### src/rtl/pdt_pkg.sv
package pdt_pkg;
  typedef enum logic [1:0] {
    REG_CTRL   = 2'd0,
    REG_RELOAD = 2'd1,
    REG_COUNT  = 2'd2,
    REG_SPARE  = 2'd3
  } pdt_reg_e;

  localparam int CTL_RUN = 0;
  localparam int CTL_OE  = 1;
  localparam int CTL_EVT = 2;
  localparam int N_SRC   = 2;
  localparam int SRC_CLK = 0;
  localparam int SRC_EVT = 1;
endpackage

### src/rtl/pdt_fall_det.sv
module pdt_fall_det #(
  parameter int STAGES = 2
) (
  input  logic clk,
  input  logic rst_n,
  input  logic async_in,
  output logic fall
);
  localparam int LEN = STAGES + 1;
  logic [LEN-1:0] sh_q;

  always_ff @(posedge clk or negedge rst_n) begin
    if (!rst_n) sh_q <= '0;
    else        sh_q <= {sh_q[LEN-2:0], async_in};
  end

  assign fall = sh_q[LEN-1] & ~sh_q[LEN-2];


  fall_single_chk: assert property (@(posedge clk) disable iff (!rst_n)
    fall |=> !fall);
endmodule

### src/rtl/pdt_core.sv
module pdt_core #(
  parameter int W = 8
) (
  input  logic         clk,
  input  logic         rst_n,
  input  logic         tick,
  input  logic         run_req,
  input  logic         rld_wr,
  input  logic [W-1:0] rld_data,
  output logic [W-1:0] cnt_q,
  output logic [W-1:0] rld_q,
  output logic         run_q,
  output logic         uf_evt,
  output logic         uf_pulse
);
  localparam logic [W-1:0] ZERO = '0;
  localparam logic [W-1:0] ONE  = {{(W-1){1'b0}}, 1'b1};

  logic step;
  assign step   = tick & run_q;
  assign uf_evt = step & (cnt_q == ZERO);

  always_ff @(posedge clk or negedge rst_n) begin
    if (!rst_n) run_q <= 1'b0;
    else if (tick) run_q <= run_req;
  end

  always_ff @(posedge clk or negedge rst_n) begin
    if (!rst_n) rld_q <= ZERO;
    else if (rld_wr) rld_q <= rld_data;
  end

  always_ff @(posedge clk or negedge rst_n) begin
    if (!rst_n) cnt_q <= ZERO;
    else if (step) cnt_q <= (cnt_q == ZERO) ? rld_q : cnt_q - ONE;
    else if (rld_wr && !run_q) cnt_q <= rld_data;
  end

  always_ff @(posedge clk or negedge rst_n) begin
    if (!rst_n) uf_pulse <= 1'b0;
    else        uf_pulse <= uf_evt;
  end


  stop_hold_chk: assert property (@(posedge clk) disable iff (!rst_n)
    (!run_q && !rld_wr) |=> $stable(cnt_q));

  run_sync_chk: assert property (@(posedge clk) disable iff (!rst_n)
    !tick |=> $stable(run_q));

  reload_chk: assert property (@(posedge clk) disable iff (!rst_n)
    (tick && run_q && cnt_q == ZERO) |=> (cnt_q == $past(rld_q)) && uf_pulse);

  uflow_one_chk: assert property (@(posedge clk) disable iff (!rst_n)
    uf_pulse |=> !uf_pulse);
endmodule

### src/rtl/pdt_tout.sv
module pdt_tout (
  input  logic clk,
  input  logic rst_n,
  input  logic oe,
  input  logic uf_evt,
  output logic tmr_out
);
  logic tog_q;

  always_ff @(posedge clk or negedge rst_n) begin
    if (!rst_n)      tog_q <= 1'b0;
    else if (!oe)    tog_q <= 1'b0;
    else if (uf_evt) tog_q <= ~tog_q;
  end

  assign tmr_out = tog_q & oe;


  toggle_chk: assert property (@(posedge clk) disable iff (!rst_n)
    (oe && uf_evt) |=> (tog_q != $past(tog_q)));
endmodule

### src/rtl/pgm_down_timer.sv
module pgm_down_timer
  import pdt_pkg::*;
#(
  parameter int W           = 8,
  parameter int SYNC_STAGES = 2
) (
  input  logic         clk,
  input  logic         rst_n,
  input  logic         cnt_clk_in,
  input  logic         evt_in,
  input  logic         wr_en,
  input  logic [1:0]   wr_addr,
  input  logic [W-1:0] wr_data,
  input  logic [1:0]   rd_addr,
  output logic [W-1:0] rd_data,
  output logic         uflow_pulse,
  output logic         tmr_out
);
  logic [N_SRC-1:0] src_raw;
  logic [N_SRC-1:0] src_fall;
  logic run_req_q, oe_q, evt_q;
  logic tick, ctrl_wr, rld_wr;
  logic [W-1:0] cnt, rld;
  logic run_q, uf_evt;

  assign src_raw[SRC_CLK] = cnt_clk_in;
  assign src_raw[SRC_EVT] = evt_in;

  for (genvar g = 0; g < N_SRC; g++) begin : g_src
    pdt_fall_det #(.STAGES(SYNC_STAGES)) u_fd (
      .clk(clk), .rst_n(rst_n), .async_in(src_raw[g]), .fall(src_fall[g])
    );
  end

  assign tick    = evt_q ? src_fall[SRC_EVT] : src_fall[SRC_CLK];
  assign ctrl_wr = wr_en && (pdt_reg_e'(wr_addr) == REG_CTRL);
  assign rld_wr  = wr_en && (pdt_reg_e'(wr_addr) == REG_RELOAD);

  always_ff @(posedge clk or negedge rst_n) begin
    if (!rst_n) begin
      run_req_q <= 1'b0;
      oe_q      <= 1'b0;
      evt_q     <= 1'b0;
    end else if (ctrl_wr) begin
      run_req_q <= wr_data[CTL_RUN];
      oe_q      <= wr_data[CTL_OE];
      evt_q     <= wr_data[CTL_EVT];
    end
  end

  pdt_core #(.W(W)) u_core (
    .clk(clk), .rst_n(rst_n), .tick(tick), .run_req(run_req_q),
    .rld_wr(rld_wr), .rld_data(wr_data), .cnt_q(cnt), .rld_q(rld),
    .run_q(run_q), .uf_evt(uf_evt), .uf_pulse(uflow_pulse)
  );

  pdt_tout u_tout (
    .clk(clk), .rst_n(rst_n), .oe(oe_q), .uf_evt(uf_evt), .tmr_out(tmr_out)
  );

  always_comb begin
    rd_data = '0;
    case (pdt_reg_e'(rd_addr))
      REG_CTRL: begin
        rd_data[CTL_RUN] = run_q;
        rd_data[CTL_OE]  = oe_q;
        rd_data[CTL_EVT] = evt_q;
      end
      REG_RELOAD: rd_data = rld;
      REG_COUNT:  rd_data = cnt;
      default:    rd_data = '0;
    endcase
  end
endmodule

### config.mk
export PLATFORM = sky130hd
export DESIGN_NAME = pgm_down_timer
export DESIGN_NICKNAME = d
export VERILOG_FILES = /design/src/rtl/pdt_pkg.sv /design/src/rtl/pdt_fall_det.sv /design/src/rtl/pdt_core.sv /design/src/rtl/pdt_tout.sv /design/src/rtl/pgm_down_timer.sv
export SDC_FILE = /design/constraint.sdc
export NUM_CORES = 1
export LEC_CHECK = 0
export ABC_AREA = 1
export BUFFER_PORTS_ARGS = -buffer_cell sky130_fd_sc_hd__buf_2
export CAP_MARGIN = 0
export CELL_PAD_IN_SITES_DETAIL_PLACEMENT = 1
export CELL_PAD_IN_SITES_GLOBAL_PLACEMENT = 1
export CORE_UTILIZATION = 40
export CTS_CLUSTER_DIAMETER = 40
export DETAILED_ROUTE_END_ITERATION = 6
export PLACE_DENSITY_LB_ADDON = 0.1
export SYNTH_ARGS = -nofsm -noshare
export SYNTH_HDL_FRONTEND = slang
export SYNTH_HIERARCHICAL = 1
export SYNTH_SLANG_ARGS = --single-unit
### constraint.sdc
create_clock -name clk -period 1.65 [get_ports clk]
set_input_delay 0.33 -clock clk [delete_from_list [all_inputs] [get_ports clk]]
set_output_delay 0.33 -clock clk [all_outputs]
set_load 0.1 [all_outputs]
## Word level (Yosys, flattened, before mapping)

Cells that the tools add are included.

- Order comparisons: 0
- Multipliers: 0
- Shift operators: 0
- Muxes and demuxes: 8
- Equal/unequal tests: 4
- Reductions and logical operators: 8
- Add/subtract/negate cells: 1
- Divide/modulo/power cells: 0
- Bitwise operators: 8

Operator list:

| kind | number |
|---|---|
| two-way mux 8 bit | 3 |
| case mux 5 bit (2 select lines) | 1 |
| case mux 3 bit (3 select lines) | 1 |
| zero test 8 bit | 1 |
| subtractor 8 x 1 -> 8 bit (second input constant) | 1 |
| AND 1 bit | 5 |
| equality test 2 x 1 -> 1 bit (second input constant) | 2 |
| zero test 2 bit | 2 |
| logical AND 1 bit | 3 |
| two-way mux 1 bit | 3 |
| inverter 1 bit | 3 |
| equality test 2 bit (second input constant) | 1 |
| != test 2 x 1 -> 1 bit (second input constant) | 1 |
| nonzero test 2 bit | 1 |
| zero test 1 bit | 1 |

- Latch bits: 0
- Bits in writable memories: 0
- Input port bits: 17
- Register bits: 28
- Memories: 0
- Output and inout port bits: 10
- Word-level logic and storage cells: 39
- Memory bits (read-only): 0

## Depth between registers and ports, before layout

- Word-level depth: 7
- Mapped depth: 10
- Depth with buffers taken out: 10

## Modules after synthesis

Netlist, hierarchy kept.

Modules (own cells, without submodules):

| module | times used | cells each | sequential area each (sq um) | area an instance (sq um) |
|---|---|---|---|---|
| pdt_core | 1 | 137 | 450.4 | 1,043.5 |
| pgm_down_timer | 1 | 63 | 75.1 | 370.4 |
| pdt_fall_det | 2 | 5 | 75.1 | 85.1 |
| pdt_tout | 1 | 7 | 25.0 | 47.5 |

## Worst setup path before layout

Ideal clock, no wire load.

- Kind: input port to output port
- From: input rd_addr[1]
- To: output rd_data[5]
- Cell stages on the path: 5
- Path buffers: 1
- Slack: -0.866 ns
- Arrival time: 2.186 ns
- Path through: inv_1 > ha_1 > buf_4 > nand2_1 > a21oi_1

- Word-level cells in the longest chain between the ends: 2
- Elaborated cells on any way between the ends: 3
- Those cells by class: eq/ne: 2; mux: 1

Ends and longest elaborated chain:

| item | line | RTL |
|---|---|---|
| start: declaration | pgm_down_timer.sv:14 | `input logic [1:0] rd_addr,` |
| equality test 2 bit / equality test 2 x 1 -> 1 bit (equally long branches) | pgm_down_timer.sv:63 | `case (pdt_reg_e'(rd_addr))` |
| case mux 5 bit (2 select lines) * | pgm_down_timer.sv:63 |  |
| end: declaration | pgm_down_timer.sv:15 | `output logic [W-1:0] rd_data,` |

Mark *: on every way between the ends. The rest lies on a longest branch, timed or not.

## Worst setup path after layout

- From: register u_core.cnt_q[0]
- To: output rd_data[0]

- Word-level cells in the longest chain between the ends: 1

Ends and longest elaborated chain:

| item | line | RTL |
|---|---|---|
| start: declaration | pdt_core.sv:10 | `output logic [W-1:0] cnt_q,` |
| start signal: assignment | pdt_core.sv:35 | `else if (step) cnt_q <= (cnt_q == ZERO) ? rld_q : cnt_q - ONE;` |
| start signal: assignment | pdt_core.sv:36 | `else if (rld_wr && !run_q) cnt_q <= rld_data;` |
| case mux 3 bit (3 select lines) | pgm_down_timer.sv:63 |  |

Every way passes these cells.

==> metrics.yaml <==
synth_area_sq_um: 1630
critPathBufInv: 3
grt_overflow: 0
dr_total_vias: 1555
grt_pass1_vias: 1697
worst_pin_slew_ps: 649
route.detailed.drc: 0
syn_inst: 217
crit_start: "u_core/cnt_q[0]$_DFFE_PN0P_"
status: "finished, final reports clean"
yosysMostFrequentCell: "nand2_1"
fillCellCount: 455
hold_viol_final: 0
vias_per_cell: 5.10
grt_max_degree: 29
syn_nets: 240
swShare: 0.428
die_h_microns: 65.9
ff_latch_area_sq_um: 704
slew-limit-headroom: 0.567
ys_dominant_reg_cell: "dfrtp_1"
grt_pass1_wl_mm: 7.91
maxSlewViolCount: 0
clock_sinks: 28
dpl.hpwl_mm: 3.74
arrival_ps: 1300
clk_latency_ps: 280
cts_tree: "built"
drtPass1Iterations: 4
cts_inserted_buffers: 3
clock_skew_ps: 1.44
hold_path_class: "input port to async pin"
combinationalPowerShare: 0.439
busiest_layer: "met2"
cp_num_cells: 6
use_met3: 0.0276
synth_seq_cells: 28
yosysTopAreaCell: "dfrtp_1"
r2r_end: "u_core/cnt_q[5]$_DFFE_PN0P_"
yosysUniqueCellTypes: 27
r2r-start: "u_core/cnt_q[1]$_DFFE_PN0P_"
async_flop_share: 1.00
syn_to_final_growth_pct: 39.2
worst-path-max-fanout: 3
critPathCaptureType: "output pin"
start_kind: "register"
critPathSlowestCell: "dfrtp_1"
clockRootBuffer: "clkbuf_8"
synth_area_leaders: "dfrtp_1, nand2_1, inv_1"
port_buffers: 26
fin_crit_ps: 1630
grt_use_met1: 0.295
grtUsageTotal: 0.241
rrSetupSlack_ps: 120
max-clock-path-buffers: 2
antenna_cells: 0
p_switching_mw: 1.23
peakVddDrop_mv: 0.650
clkTransAtPathRegs_ps: 100
pwr-share-seq: 0.369
synth_top_area_frac: 0.429
num_rows: 22
nets: 281
worstSetupPathType: "register to output pin"
dpl-instance-area_sq_um: 2080
p_int_mw: 1.64
synth_common_cells: "nand2_1, inv_1, dfrtp_1, a21oi_1, nor2_1"
drive_gt1_frac: 0.366
reg2regPathDepth: 7
clock.fmax_ghz: 0.614
h-tree-depth: 1
rsz0062_at_grt: "true"
p_per_area_nw_per_um2: 1260
cpPeakStageDelay_ps: 400
synth_edf_count: 0
antenna_found_initial: 0
cap_violations: 0
wl_mm: 5.10
place_congestion: 0.835
required_ps: 1320
use_met2: 0.453
initial_core_util: 0.430
p_leak_nw: 1.10
setup_viol: 0
tns_ps: 0
final_area_sq_um: 2270
synth-seq-area-share: 0.429
clockPowerShare: 0.192
multi_input_area_sq_um: 916
path_cells: "buf_6 -> nand2_4 -> nand3_2 -> nand2_2 -> clkinvlp_4 -> buf_12"
io_pins: 27
hold_buffers: 0
dieWidth_microns: 65.9
drtIter0Drc: 62
total_power_mw: 2.86
min_period_over_period: 0.987
ant_nets: 0
core_area_sq_um: 3800
die-area_sq_um: 4340
wire_per_inst_microns: 16.7
crit_family: "flip-flops"
ys_warn_count: 6
critPathCapture: "rd_data[0]"
syn_area_per_cell_sq_um: 7.52
[logic make-up (layout without fill, tap and decap cells)]
group | after synthesis | in the layout | share of synthesized area
XOR/XNOR | 1 | 1 | 0.00537
AND/OR/NAND/NOR | 107 | 107 | 0.301
AO/OA/AOI/OAI | 36 | 36 | 0.122
buffers and inverters | 39 | 79 | 0.0966
flip-flops | 28 | 28 | 0.429
adder cells (fa/ha/maj) | 6 | 6 | 0.0460
[metrics by stage]
stage | setup WS (ps) | hold WS, ps | utilization | std cells
global placement | -51.4 | 332 | 0.548 | 300
finish | 21.1 | 66.1 | 0.598 | 305
floorplan | 5.61 | 34.4 | - | 217
global route | -20.2 | 118 | 0.598 | 305
detailed placement | -102 | 336 | 0.548 | 300
CTS | 1.53 | 86.5 | 0.581 | 304
[metal layers]
layer / up-vias / wire, microns
met5: - / 0
met3: 8 / 110
met4: 0 / 76
met2: 29 / 2670
li1: 767 / -
met1: 751 / 2240
[state kept, by name, indices dropped and copies added, names as in the netlist]
name,cells
u_core/cnt_q,8
u_core/rld_q,8
g_src.u_fd/sh_q,6
evt_q,1
oe_q,1
run_req_q,1
u_core/run_q,1
u_core/uf_pulse,1
u_tout/tog_q,1
[repair_timing]
| item | CTS | global route |
|---|---|---|
| gates cloned | 0 | 0 |
| gates resized for setup | 20 | 16 |
| pin swaps | 2 | 3 |
| setup endpoints to repair | 12 | 14 |
| setup buffers | 0 | 2 |
[layout make-up]
| cell class | count | area share |
|---|---|---|
| Clock inverter | 1 | 0.0132 |
| Clock buffer | 3 | 0.0182 |
| Tap cell | 48 | 0.0264 |
| Inverter | 35 | 0.0650 |
| Timing Repair Buffer | 40 | 0.164 |
| Sequential cell | 28 | 0.310 |
| Multi-Input combinational cell | 150 | 0.403 |
[power by group through the flow]
stage,logic [mW],registers (mW),clock network (mW)
after global placement,1.09,1.05,0
after floorplan,0.771,0.988,0
after CTS,1.18,1.05,0.564
final,1.25,1.06,0.550
after detailed placement,1.13,1.05,0
after global routing,1.35,1.08,0.590
[how the worst min path moves through the flow]
stage,start,end,slack [ps],cells past startpoint
2_1_floorplan,rst_n,evt_q$_DFFE_PN0P_,30,0
3_3_place_gp,g_src[1].u_fd/sh_q[0]$_DFF_PN0_,g_src[1].u_fd/sh_q[1]$_DFF_PN0_,330,0
3_5_place_dp,g_src[1].u_fd/sh_q[0]$_DFF_PN0_,g_src[1].u_fd/sh_q[1]$_DFF_PN0_,340,0
4_1_cts,rst_n,u_core/rld_q[6]$_DFFE_PN0P_,90,1
5_1_grt,rst_n,g_src[0].u_fd/sh_q[0]$_DFF_PN0_,120,1
6_report,rst_n,g_src[0].u_fd/sh_q[1]$_DFF_PN0_,70,1
[layout by cell type, fill, tap and decap left out, types with 2 or more instances in the layout]
cell / n
dfrtp_2: 3
a21oi_4: 5
clkinvlp_4: 3
nor2_2: 6
dfrtp_1: 25
nand2_4: 2
clkbuf_8: 3
o21ai_0: 6
o21a_1: 2
inv_1: 24
nand2_1: 51
nand3_1: 10
nand3_2: 3
o21ai_1: 2
buf_6: 3
buf_2: 16
buf_4: 12
o211ai_1: 2
ha_1: 2
a21oi_1: 14
nor2_1: 17
ha_4: 3
o21ai_2: 2
o22ai_1: 2
inv_2: 7
buf_12: 8
nand4_1: 3
nand2_2: 11
(Power assumes the default switching activity.)
